### src/rtl/acpi_evt_pkg.sv
package acpi_evt_pkg;

    localparam int unsigned DATA_W = 16;

    // status / enable bit positions (decoded by system software)
    localparam int unsigned B_TMR    = 0;
    localparam int unsigned B_BM     = 4;
    localparam int unsigned B_GBL    = 5;
    localparam int unsigned B_PWRBTN = 8;
    localparam int unsigned B_SLPBTN = 9;
    localparam int unsigned B_RTC    = 10;
    localparam int unsigned B_WAK    = 15;

    localparam logic [DATA_W-1:0] STS_W1C_MASK =
        DATA_W'((1 << B_WAK) | (1 << B_RTC) | (1 << B_SLPBTN) | (1 << B_PWRBTN) | (1 << B_BM));
    localparam logic [DATA_W-1:0] EN_WR_MASK =
        DATA_W'((1 << B_RTC) | (1 << B_PWRBTN) | (1 << B_GBL));
    localparam logic [DATA_W-1:0] SCI_SRC_MASK =
        DATA_W'((1 << B_TMR) | (1 << B_GBL) | (1 << B_PWRBTN) | (1 << B_SLPBTN) | (1 << B_RTC));

    localparam logic [2:0] SIZE_WORD = 3'd2;
    localparam logic [2:0] SIZE_BYTE = 3'd1;

    typedef enum logic [2:0] {
        SEL_NONE,
        SEL_PM1_STS,
        SEL_PM1_EN,
        SEL_GPE_STS,
        SEL_GPE_EN
    } reg_sel_e;

    typedef struct packed {
        logic tmr;
        logic bm;
        logic gbl;
        logic pwrbtn;
        logic slpbtn;
        logic rtc;
        logic wak;
    } pm1_ev_t;

endpackage

### src/rtl/acpi_reg_dec.sv
module acpi_reg_dec
    import acpi_evt_pkg::*;
#(
    parameter int unsigned        ADDR_W   = 16,
    parameter logic [ADDR_W-1:0]  PM1_BASE = 'h0400,
    parameter logic [ADDR_W-1:0]  GPE_BASE = 'h0420
) (
    input  logic              req_vld,
    input  logic [ADDR_W-1:0] req_addr,
    input  logic [2:0]        req_size,
    output reg_sel_e          sel,
    output logic              bad
);

    localparam logic [ADDR_W-1:0] PM1_EN_ADDR = PM1_BASE + ADDR_W'(2);
    localparam logic [ADDR_W-1:0] GPE_EN_ADDR = GPE_BASE + ADDR_W'(1);

    reg_sel_e sel_raw;
    logic     size_ok;

    always_comb begin
        sel_raw = SEL_NONE;
        size_ok = 1'b0;
        if (req_addr == PM1_BASE) begin
            sel_raw = SEL_PM1_STS;
            size_ok = (req_size == SIZE_WORD);
        end else if (req_addr == PM1_EN_ADDR) begin
            sel_raw = SEL_PM1_EN;
            size_ok = (req_size == SIZE_WORD);
        end else if (req_addr == GPE_BASE) begin
            sel_raw = SEL_GPE_STS;
            size_ok = (req_size == SIZE_BYTE);
        end else if (req_addr == GPE_EN_ADDR) begin
            sel_raw = SEL_GPE_EN;
            size_ok = (req_size == SIZE_BYTE);
        end
        sel = (req_vld && size_ok) ? sel_raw : SEL_NONE;
        bad = req_vld && !size_ok;
    end

endmodule

### src/rtl/acpi_pm1_regs.sv
module acpi_pm1_regs
    import acpi_evt_pkg::*;
(
    input  logic              clk,
    input  logic              rst_n,
    input  logic              wr_sts,
    input  logic              wr_en,
    input  logic [DATA_W-1:0] wdata,
    input  pm1_ev_t           ev,
    input  logic              pwr_gate,
    output logic [DATA_W-1:0] sts,
    output logic [DATA_W-1:0] en,
    output logic              pend
);

    typedef struct packed {
        logic [DATA_W-1:0] sts;
        logic [DATA_W-1:0] en;
    } pm1_st_t;

    pm1_st_t           st_d, st_q;
    logic [DATA_W-1:0] set_v;
    logic [DATA_W-1:0] clr_v;

    always_comb begin
        set_v           = '0;
        set_v[B_TMR]    = ev.tmr;
        set_v[B_BM]     = ev.bm;
        set_v[B_GBL]    = ev.gbl;
        set_v[B_PWRBTN] = ev.pwrbtn & pwr_gate;
        set_v[B_SLPBTN] = ev.slpbtn;
        set_v[B_RTC]    = ev.rtc;
        set_v[B_WAK]    = ev.wak;

        clr_v = wr_sts ? (wdata & STS_W1C_MASK) : '0;

        st_d     = st_q;
        // a new event wins over a same-cycle clear
        st_d.sts = (st_q.sts & ~clr_v) | set_v;
        if (wr_en) begin
            st_d.en = wdata & EN_WR_MASK;
        end
    end

    always_ff @(posedge clk) begin
        if (!rst_n) begin
            st_q <= '0;
        end else begin
            st_q <= st_d;
        end
    end

    assign sts  = st_q.sts;
    assign en   = st_q.en;
    assign pend = |(st_q.sts & st_q.en & SCI_SRC_MASK);

endmodule

### src/rtl/acpi_gpe_regs.sv
module acpi_gpe_regs #(
    parameter int unsigned       GPE_W     = 8,
    parameter logic [GPE_W-1:0]  GPE_VALID = 'h01
) (
    input  logic             clk,
    input  logic             rst_n,
    input  logic             wr_sts,
    input  logic             wr_en,
    input  logic [GPE_W-1:0] wdata,
    input  logic [GPE_W-1:0] raise,
    output logic [GPE_W-1:0] sts,
    output logic [GPE_W-1:0] en,
    output logic             pend
);

    typedef struct packed {
        logic [GPE_W-1:0] sts;
        logic [GPE_W-1:0] en;
    } gpe_st_t;

    gpe_st_t          st_d, st_q;
    logic [GPE_W-1:0] clr_v;
    logic [GPE_W-1:0] hit;

    always_comb begin
        clr_v    = wr_sts ? (wdata & GPE_VALID) : '0;
        st_d     = st_q;
        st_d.sts = (st_q.sts & ~clr_v) | (raise & GPE_VALID);
        if (wr_en) begin
            st_d.en = wdata & GPE_VALID;
        end
    end

    always_ff @(posedge clk) begin
        if (!rst_n) begin
            st_q <= '0;
        end else begin
            st_q <= st_d;
        end
    end

    for (genvar g = 0; g < GPE_W; g++) begin : g_hit
        if (GPE_VALID[g]) begin : g_live
            assign hit[g] = st_q.sts[g] & st_q.en[g];
        end else begin : g_dead
            assign hit[g] = 1'b0;
        end
    end

    assign sts  = st_q.sts;
    assign en   = st_q.en;
    assign pend = |hit;

endmodule

### src/rtl/acpi_evt_sci.sv
module acpi_evt_sci
    import acpi_evt_pkg::*;
#(
    parameter int unsigned        ADDR_W    = 16,
    parameter logic [ADDR_W-1:0]  PM1_BASE  = 'h0400,
    parameter logic [ADDR_W-1:0]  GPE_BASE  = 'h0420,
    parameter int unsigned        GPE_W     = 8,
    parameter logic [GPE_W-1:0]   GPE_VALID = 'h01
) (
    input  logic              clk,
    input  logic              rst_n,
    input  logic              req_vld,
    input  logic              req_wr,
    input  logic [ADDR_W-1:0] req_addr,
    input  logic [2:0]        req_size,
    input  logic [15:0]       req_wdata,
    output logic              rsp_vld,
    output logic              rsp_err,
    output logic [15:0]       rsp_rdata,
    input  logic              ev_tmr,
    input  logic              ev_bm,
    input  logic              ev_gbl,
    input  logic              ev_pwrbtn,
    input  logic              ev_slpbtn,
    input  logic              ev_rtc,
    input  logic              ev_wak,
    input  logic [GPE_W-1:0]  gpe_raise,
    input  logic              sci_en,
    output logic              sci
);

    typedef struct packed {
        logic              vld;
        logic              err;
        logic [DATA_W-1:0] data;
    } rsp_t;

    reg_sel_e          dec_sel;
    logic              dec_bad;
    logic              wr_pm1_sts, wr_pm1_en, wr_gpe_sts, wr_gpe_en;
    pm1_ev_t           ev;
    logic [DATA_W-1:0] pm1_sts, pm1_en;
    logic [GPE_W-1:0]  gpe_sts, gpe_en;
    logic              pm1_pend, gpe_pend;
    rsp_t              rsp_d, rsp_q;

    acpi_reg_dec #(
        .ADDR_W   (ADDR_W),
        .PM1_BASE (PM1_BASE),
        .GPE_BASE (GPE_BASE)
    ) u_dec (
        .req_vld  (req_vld),
        .req_addr (req_addr),
        .req_size (req_size),
        .sel      (dec_sel),
        .bad      (dec_bad)
    );

    assign wr_pm1_sts = req_wr && (dec_sel == SEL_PM1_STS);
    assign wr_pm1_en  = req_wr && (dec_sel == SEL_PM1_EN);
    assign wr_gpe_sts = req_wr && (dec_sel == SEL_GPE_STS);
    assign wr_gpe_en  = req_wr && (dec_sel == SEL_GPE_EN);

    assign ev.tmr    = ev_tmr;
    assign ev.bm     = ev_bm;
    assign ev.gbl    = ev_gbl;
    assign ev.pwrbtn = ev_pwrbtn;
    assign ev.slpbtn = ev_slpbtn;
    assign ev.rtc    = ev_rtc;
    assign ev.wak    = ev_wak;

    acpi_pm1_regs u_pm1 (
        .clk      (clk),
        .rst_n    (rst_n),
        .wr_sts   (wr_pm1_sts),
        .wr_en    (wr_pm1_en),
        .wdata    (req_wdata),
        .ev       (ev),
        .pwr_gate (sci_en),
        .sts      (pm1_sts),
        .en       (pm1_en),
        .pend     (pm1_pend)
    );

    acpi_gpe_regs #(
        .GPE_W     (GPE_W),
        .GPE_VALID (GPE_VALID)
    ) u_gpe (
        .clk    (clk),
        .rst_n  (rst_n),
        .wr_sts (wr_gpe_sts),
        .wr_en  (wr_gpe_en),
        .wdata  (req_wdata[GPE_W-1:0]),
        .raise  (gpe_raise),
        .sts    (gpe_sts),
        .en     (gpe_en),
        .pend   (gpe_pend)
    );

    always_comb begin
        rsp_d      = '0;
        rsp_d.vld  = req_vld;
        rsp_d.err  = dec_bad;
        if (!req_wr) begin
            unique case (dec_sel)
                SEL_PM1_STS: rsp_d.data = pm1_sts;
                SEL_PM1_EN:  rsp_d.data = pm1_en;
                SEL_GPE_STS: rsp_d.data = DATA_W'(gpe_sts);
                SEL_GPE_EN:  rsp_d.data = DATA_W'(gpe_en);
                default:     rsp_d.data = '0;
            endcase
        end
    end

    always_ff @(posedge clk) begin
        if (!rst_n) begin
            rsp_q <= '0;
        end else begin
            rsp_q <= rsp_d;
        end
    end

    assign rsp_vld   = rsp_q.vld;
    assign rsp_err   = rsp_q.err;
    assign rsp_rdata = rsp_q.data;
    assign sci       = pm1_pend | gpe_pend;

endmodule

### config.mk
export PLATFORM = sky130hd
export DESIGN_NAME = acpi_evt_sci
export DESIGN_NICKNAME = d
export VERILOG_FILES = /design/src/rtl/acpi_evt_pkg.sv /design/src/rtl/acpi_reg_dec.sv /design/src/rtl/acpi_pm1_regs.sv /design/src/rtl/acpi_gpe_regs.sv /design/src/rtl/acpi_evt_sci.sv
export SDC_FILE = /design/constraint.sdc
export NUM_CORES = 1
export LEC_CHECK = 0
export ABC_AREA = 1
export CAP_MARGIN = 20
export CELL_PAD_IN_SITES_DETAIL_PLACEMENT = 0
export CELL_PAD_IN_SITES_GLOBAL_PLACEMENT = 2
export CORE_UTILIZATION = 18
export CTS_BUF_LIST = sky130_fd_sc_hd__clkbuf_4 sky130_fd_sc_hd__clkbuf_8
export CTS_CLUSTER_DIAMETER = 200
export DETAILED_ROUTE_END_ITERATION = 8
export GPL_TIMING_DRIVEN = 0
export HOLD_SLACK_MARGIN = 0.06
export MAX_ROUTING_LAYER = met4
export PLACE_DENSITY = 0.81
export SYNTH_ARGS = -nofsm -noshare
export SYNTH_HDL_FRONTEND = slang
export SYNTH_SLANG_ARGS = --single-unit
### constraint.sdc
create_clock -name clk -period 1.6 [get_ports clk]
set_input_delay 0.24 -clock clk [delete_from_list [all_inputs] [get_ports clk]]
set_output_delay 0.24 -clock clk [all_outputs]
set_load 0.05 [all_outputs]
==> key figures, run 1 <==
Worst setup path
  – R2r setup slk: 890 ps
  – Setup CP Type: in -> reg
  – Path depth of the worst reg2reg path: 4
  – Endpoint required time on the critical path: 1760 ps
  – Launching point of the worst reg2reg path: u_gpe.sts[0]$_SDFF_PN0_
  – Endpoint of the worst register-to-register path: rsp_rdata[0]$_SDFF_PP0_
  – Kind of capture point of the worst setup path: flop
  – Nature of the critical path startpoint: primary input
  – Arrival time of the worst setup path: 1610 ps
  – Critical Path Fanout Max: 6

Placed design
  – Final weighted congestion of routability-driven global placement: 0.752
  – Pre-CTS setup slack: -542 ps
  – Placed insts: 292
  – Final HPWL DP: 2270 microns
  – IO Port Bufs: 47

Timing
  – Number of endpoints failing setup at the final stage: 0
  – Clk_skew: 5.51 ps
  – Period utilization: 91.1%
  – Max-slew violation total from the final report: 0
  – Final Hold Violating Endpoints: 0
  – Max Clock Freq: 686 MHz
  – Post-layout min period: 1460 ps
  – Setup WS post-layout: 142 ps
  – Setup Total Neg Slack: 0 ps

GRT
  – GRT Overall Usage: 9.97%
  – Antenna violations before repair: 0
  – Final global-route overflow total: 0
  – Number of global-route vias before repair: 1112
  – Maximum number of pins on one net before global-route repair: 14
  – First-pass GRT wire length: 4890 microns

Routing
  – Antenna-violating nets left: 0
  – Iteration-0 DRC Markers: 28
  – Iteration count of the initial detailed-routing pass: 4
  – DRC violation count after routing: 0
  – Wirelength per Cell: 9.83 microns
  – Total length of routed wires: 3040 microns
  – Via count: 1200
  – Via density: 3.88

Yosys
  – Unique masters post-synth: 21
  – Fraction of the yosys area taken by sequential cells: 37.4%
  – Mean instance size in the synthesized netlist: 6.94 sq um
  – Synth Register Bits: 21
  – Count of yosys warnings during synthesis: 0
  – Synth Cell Area: 0.00112 sq mm
  – Cell count after synthesis: 162

Clock network
  – CTS buffer count: 3
  – H-tree depth: 1
  – CTS tree: built
  – Latest clock arrival within the worst-skew pair: 270 ps
  – Clock-pin transition on the worst setup and hold timing paths: 80 ps
  – Clock sink total: 21
  – Root Buffer: clkbuf_8
  – Maximum number of buffers from clock root to sink: 2
  – Hold buffer count at cts: 0

Die
  – Starting Density: 18.9%
  – Area of the die: 0.00656 sq mm
  – I/O Pins: 74
  – Placeable Area: 0.00596 sq mm
  – Horizontal extent of the die: 81.0 microns
  – Height of the die: 81.0 microns
  – Core Rows: 28

Final layout
  – Most frequent cells in the layout: nand2_1 (31), nor2_1 (28), buf_4 (21), dfxtp_1 (21), clkdlybuf4s50_1 (18)
  – Diode count: 0
  – Area growth, synth to finish: 73.1%
  – Utilization after layout: 32.6%
  – Count of filler cells inserted in the layout: 667
  – Number of nets at the end of the flow: 290
  – Leading cell type in the layout, fill and taps excluded: nand2_1
  – Cell Count, Final, Fillers Out: 309
  – Fraction of layout cells with a size suffix above 1: 28.2%

Power and ir drop
  – Leakage power: 0.924 nW
  – Power Dens Cells: 590 mW/mm^2
  – Peak ir drop on the vdd network: 0.303 mV

Hold path
  – Type of the tightest min-delay check: in -> reg
  – Number of cells on the worst hold path: 4
  – Launch instance of the worst min-delay path: req_wr
  – Worst Hold Path EP: u_pm1.sts[10]$_SDFF_PN0_

Run status
  – Run status: complete, no violations

Flow run
  – # Max-Cap Violations: 0
[worst max-delay path, cell delays in order]
cell           delay [ps]
dlygate4sd2_1         250
nor2_4                150
nand2_2                80
nor2_2                150
nand2_4                80
nand3_4                90
nand3_4               120
nor2_8                160
buf_4                 130
nand3_1                50
nand2_1                60
a21oi_1                50
[cells in the mapped netlist]
cell type,n,area [sq um]
nor3b_2,1,12.5
nand2_2,2,12.5
nor2_4,1,11.3
nor2_8,1,20.0
and2_1,1,6.26
a21oi_1,10,50.1
nor3_1,1,5.00
nor2_1,34,128
nand3_4,3,52.6
inv_1,16,60.1
nand4_1,2,12.5
clkinv_1,1,3.75
o21ai_0,1,5.00
nand3_1,13,65.1
dfxtp_1,21,420
nand2_1,37,139
nand3_2,1,10.0
conb_1,1,3.75
buf_4,10,75.1
nor2_2,4,25.0
a31oi_1,1,6.26
[worst max-delay path by stage]
stage,from,end
after floorplan,req_addr[13],rsp_rdata[0]$_SDFF_PP0_
after global placement,req_addr[10],u_pm1.sts[15]$_SDFF_PN0_
after detailed placement,req_addr[10],u_pm1.sts[15]$_SDFF_PN0_
after CTS,req_addr[14],u_pm1.en[5]$_SDFFE_PN0P_
after global routing,req_addr[3],rsp_rdata[0]$_SDFF_PP0_
final,req_addr[6],u_gpe.sts[0]$_SDFF_PN0_
[cell families (layout without fill, tap and decap cells)]
kind of cell    after synthesis  in the layout  share of synthesized area [%]
buf+inv                      27             91                           12.4
flops                        21             21                           37.4
simple gates                101            101                           44.4
compound gates               12             12                           5.46
other cells                   1              9                          0.334
[layout make-up]
cell class	count	area, sq um	share of cell area, %
Buffer	10	75.1	3.86
Sequential cell	21	420	21.6
Multi-Input combinational cell	122	687	35.3
Clock buffer	3	41.3	2.12
Inverter	17	65.1	3.35
Timing Repair Buffer	60	554	28.5
Clock inverter	1	7.51	0.386
Tap cell	75	93.8	4.83
[report_power, final]
group	switching [mW]	leakage (nW)	internal (mW)
clock network	0.184	0.0217	0.176
registers	0.0109	0.172	0.539
logic	0.123	0.730	0.113
total	0.318	0.924	0.828
[layer usage]
metal | up-vias | share of wire (%) | GRT usage, %
met5 | - | 0 | -
met4 | 0 | 0.72 | 2.14
met3 | 2 | 5.3 | 2.13
met2 | 32 | 50 | 17.1
met1 | 534 | 44 | 11.9
li1 | 632 | - | -
[sequential cells by signal (all words and copies together), names as in the netlist]
register   cells
rsp_err        1
rsp_rdata      7
rsp_vld        1
u_gpe.en       1
u_gpe.sts      1
u_pm1.en       3
u_pm1.sts      7
[through the flow]
step / power (mW) / hold slack [ps] / cell area [sq um]
finish: 1.15 / 361 / 1940
CTS: 1.15 / 368 / 1820
detailed placement: 0.791 / 432 / 1720
floorplan: 0.675 / 351 / 1150
global placement: 0.791 / 438 / 1720
global route: 1.20 / 383 / 1940
[timing repair]
action | in CTS | in global routing
setup buffers | 7 | 6
resized for setup | 39 | 34
endpoints found under the setup margin | 27 | 15
pin swaps | 29 | 26
cloned | 0 | 0
(Power assumes the default switching activity.)
==> inputs of run 2 (changes only) <==
CAP_MARGIN = not set   (was 20)
==> results of run 2 <==
The final DEF is identical to that of run 1; final timing and power are the same.
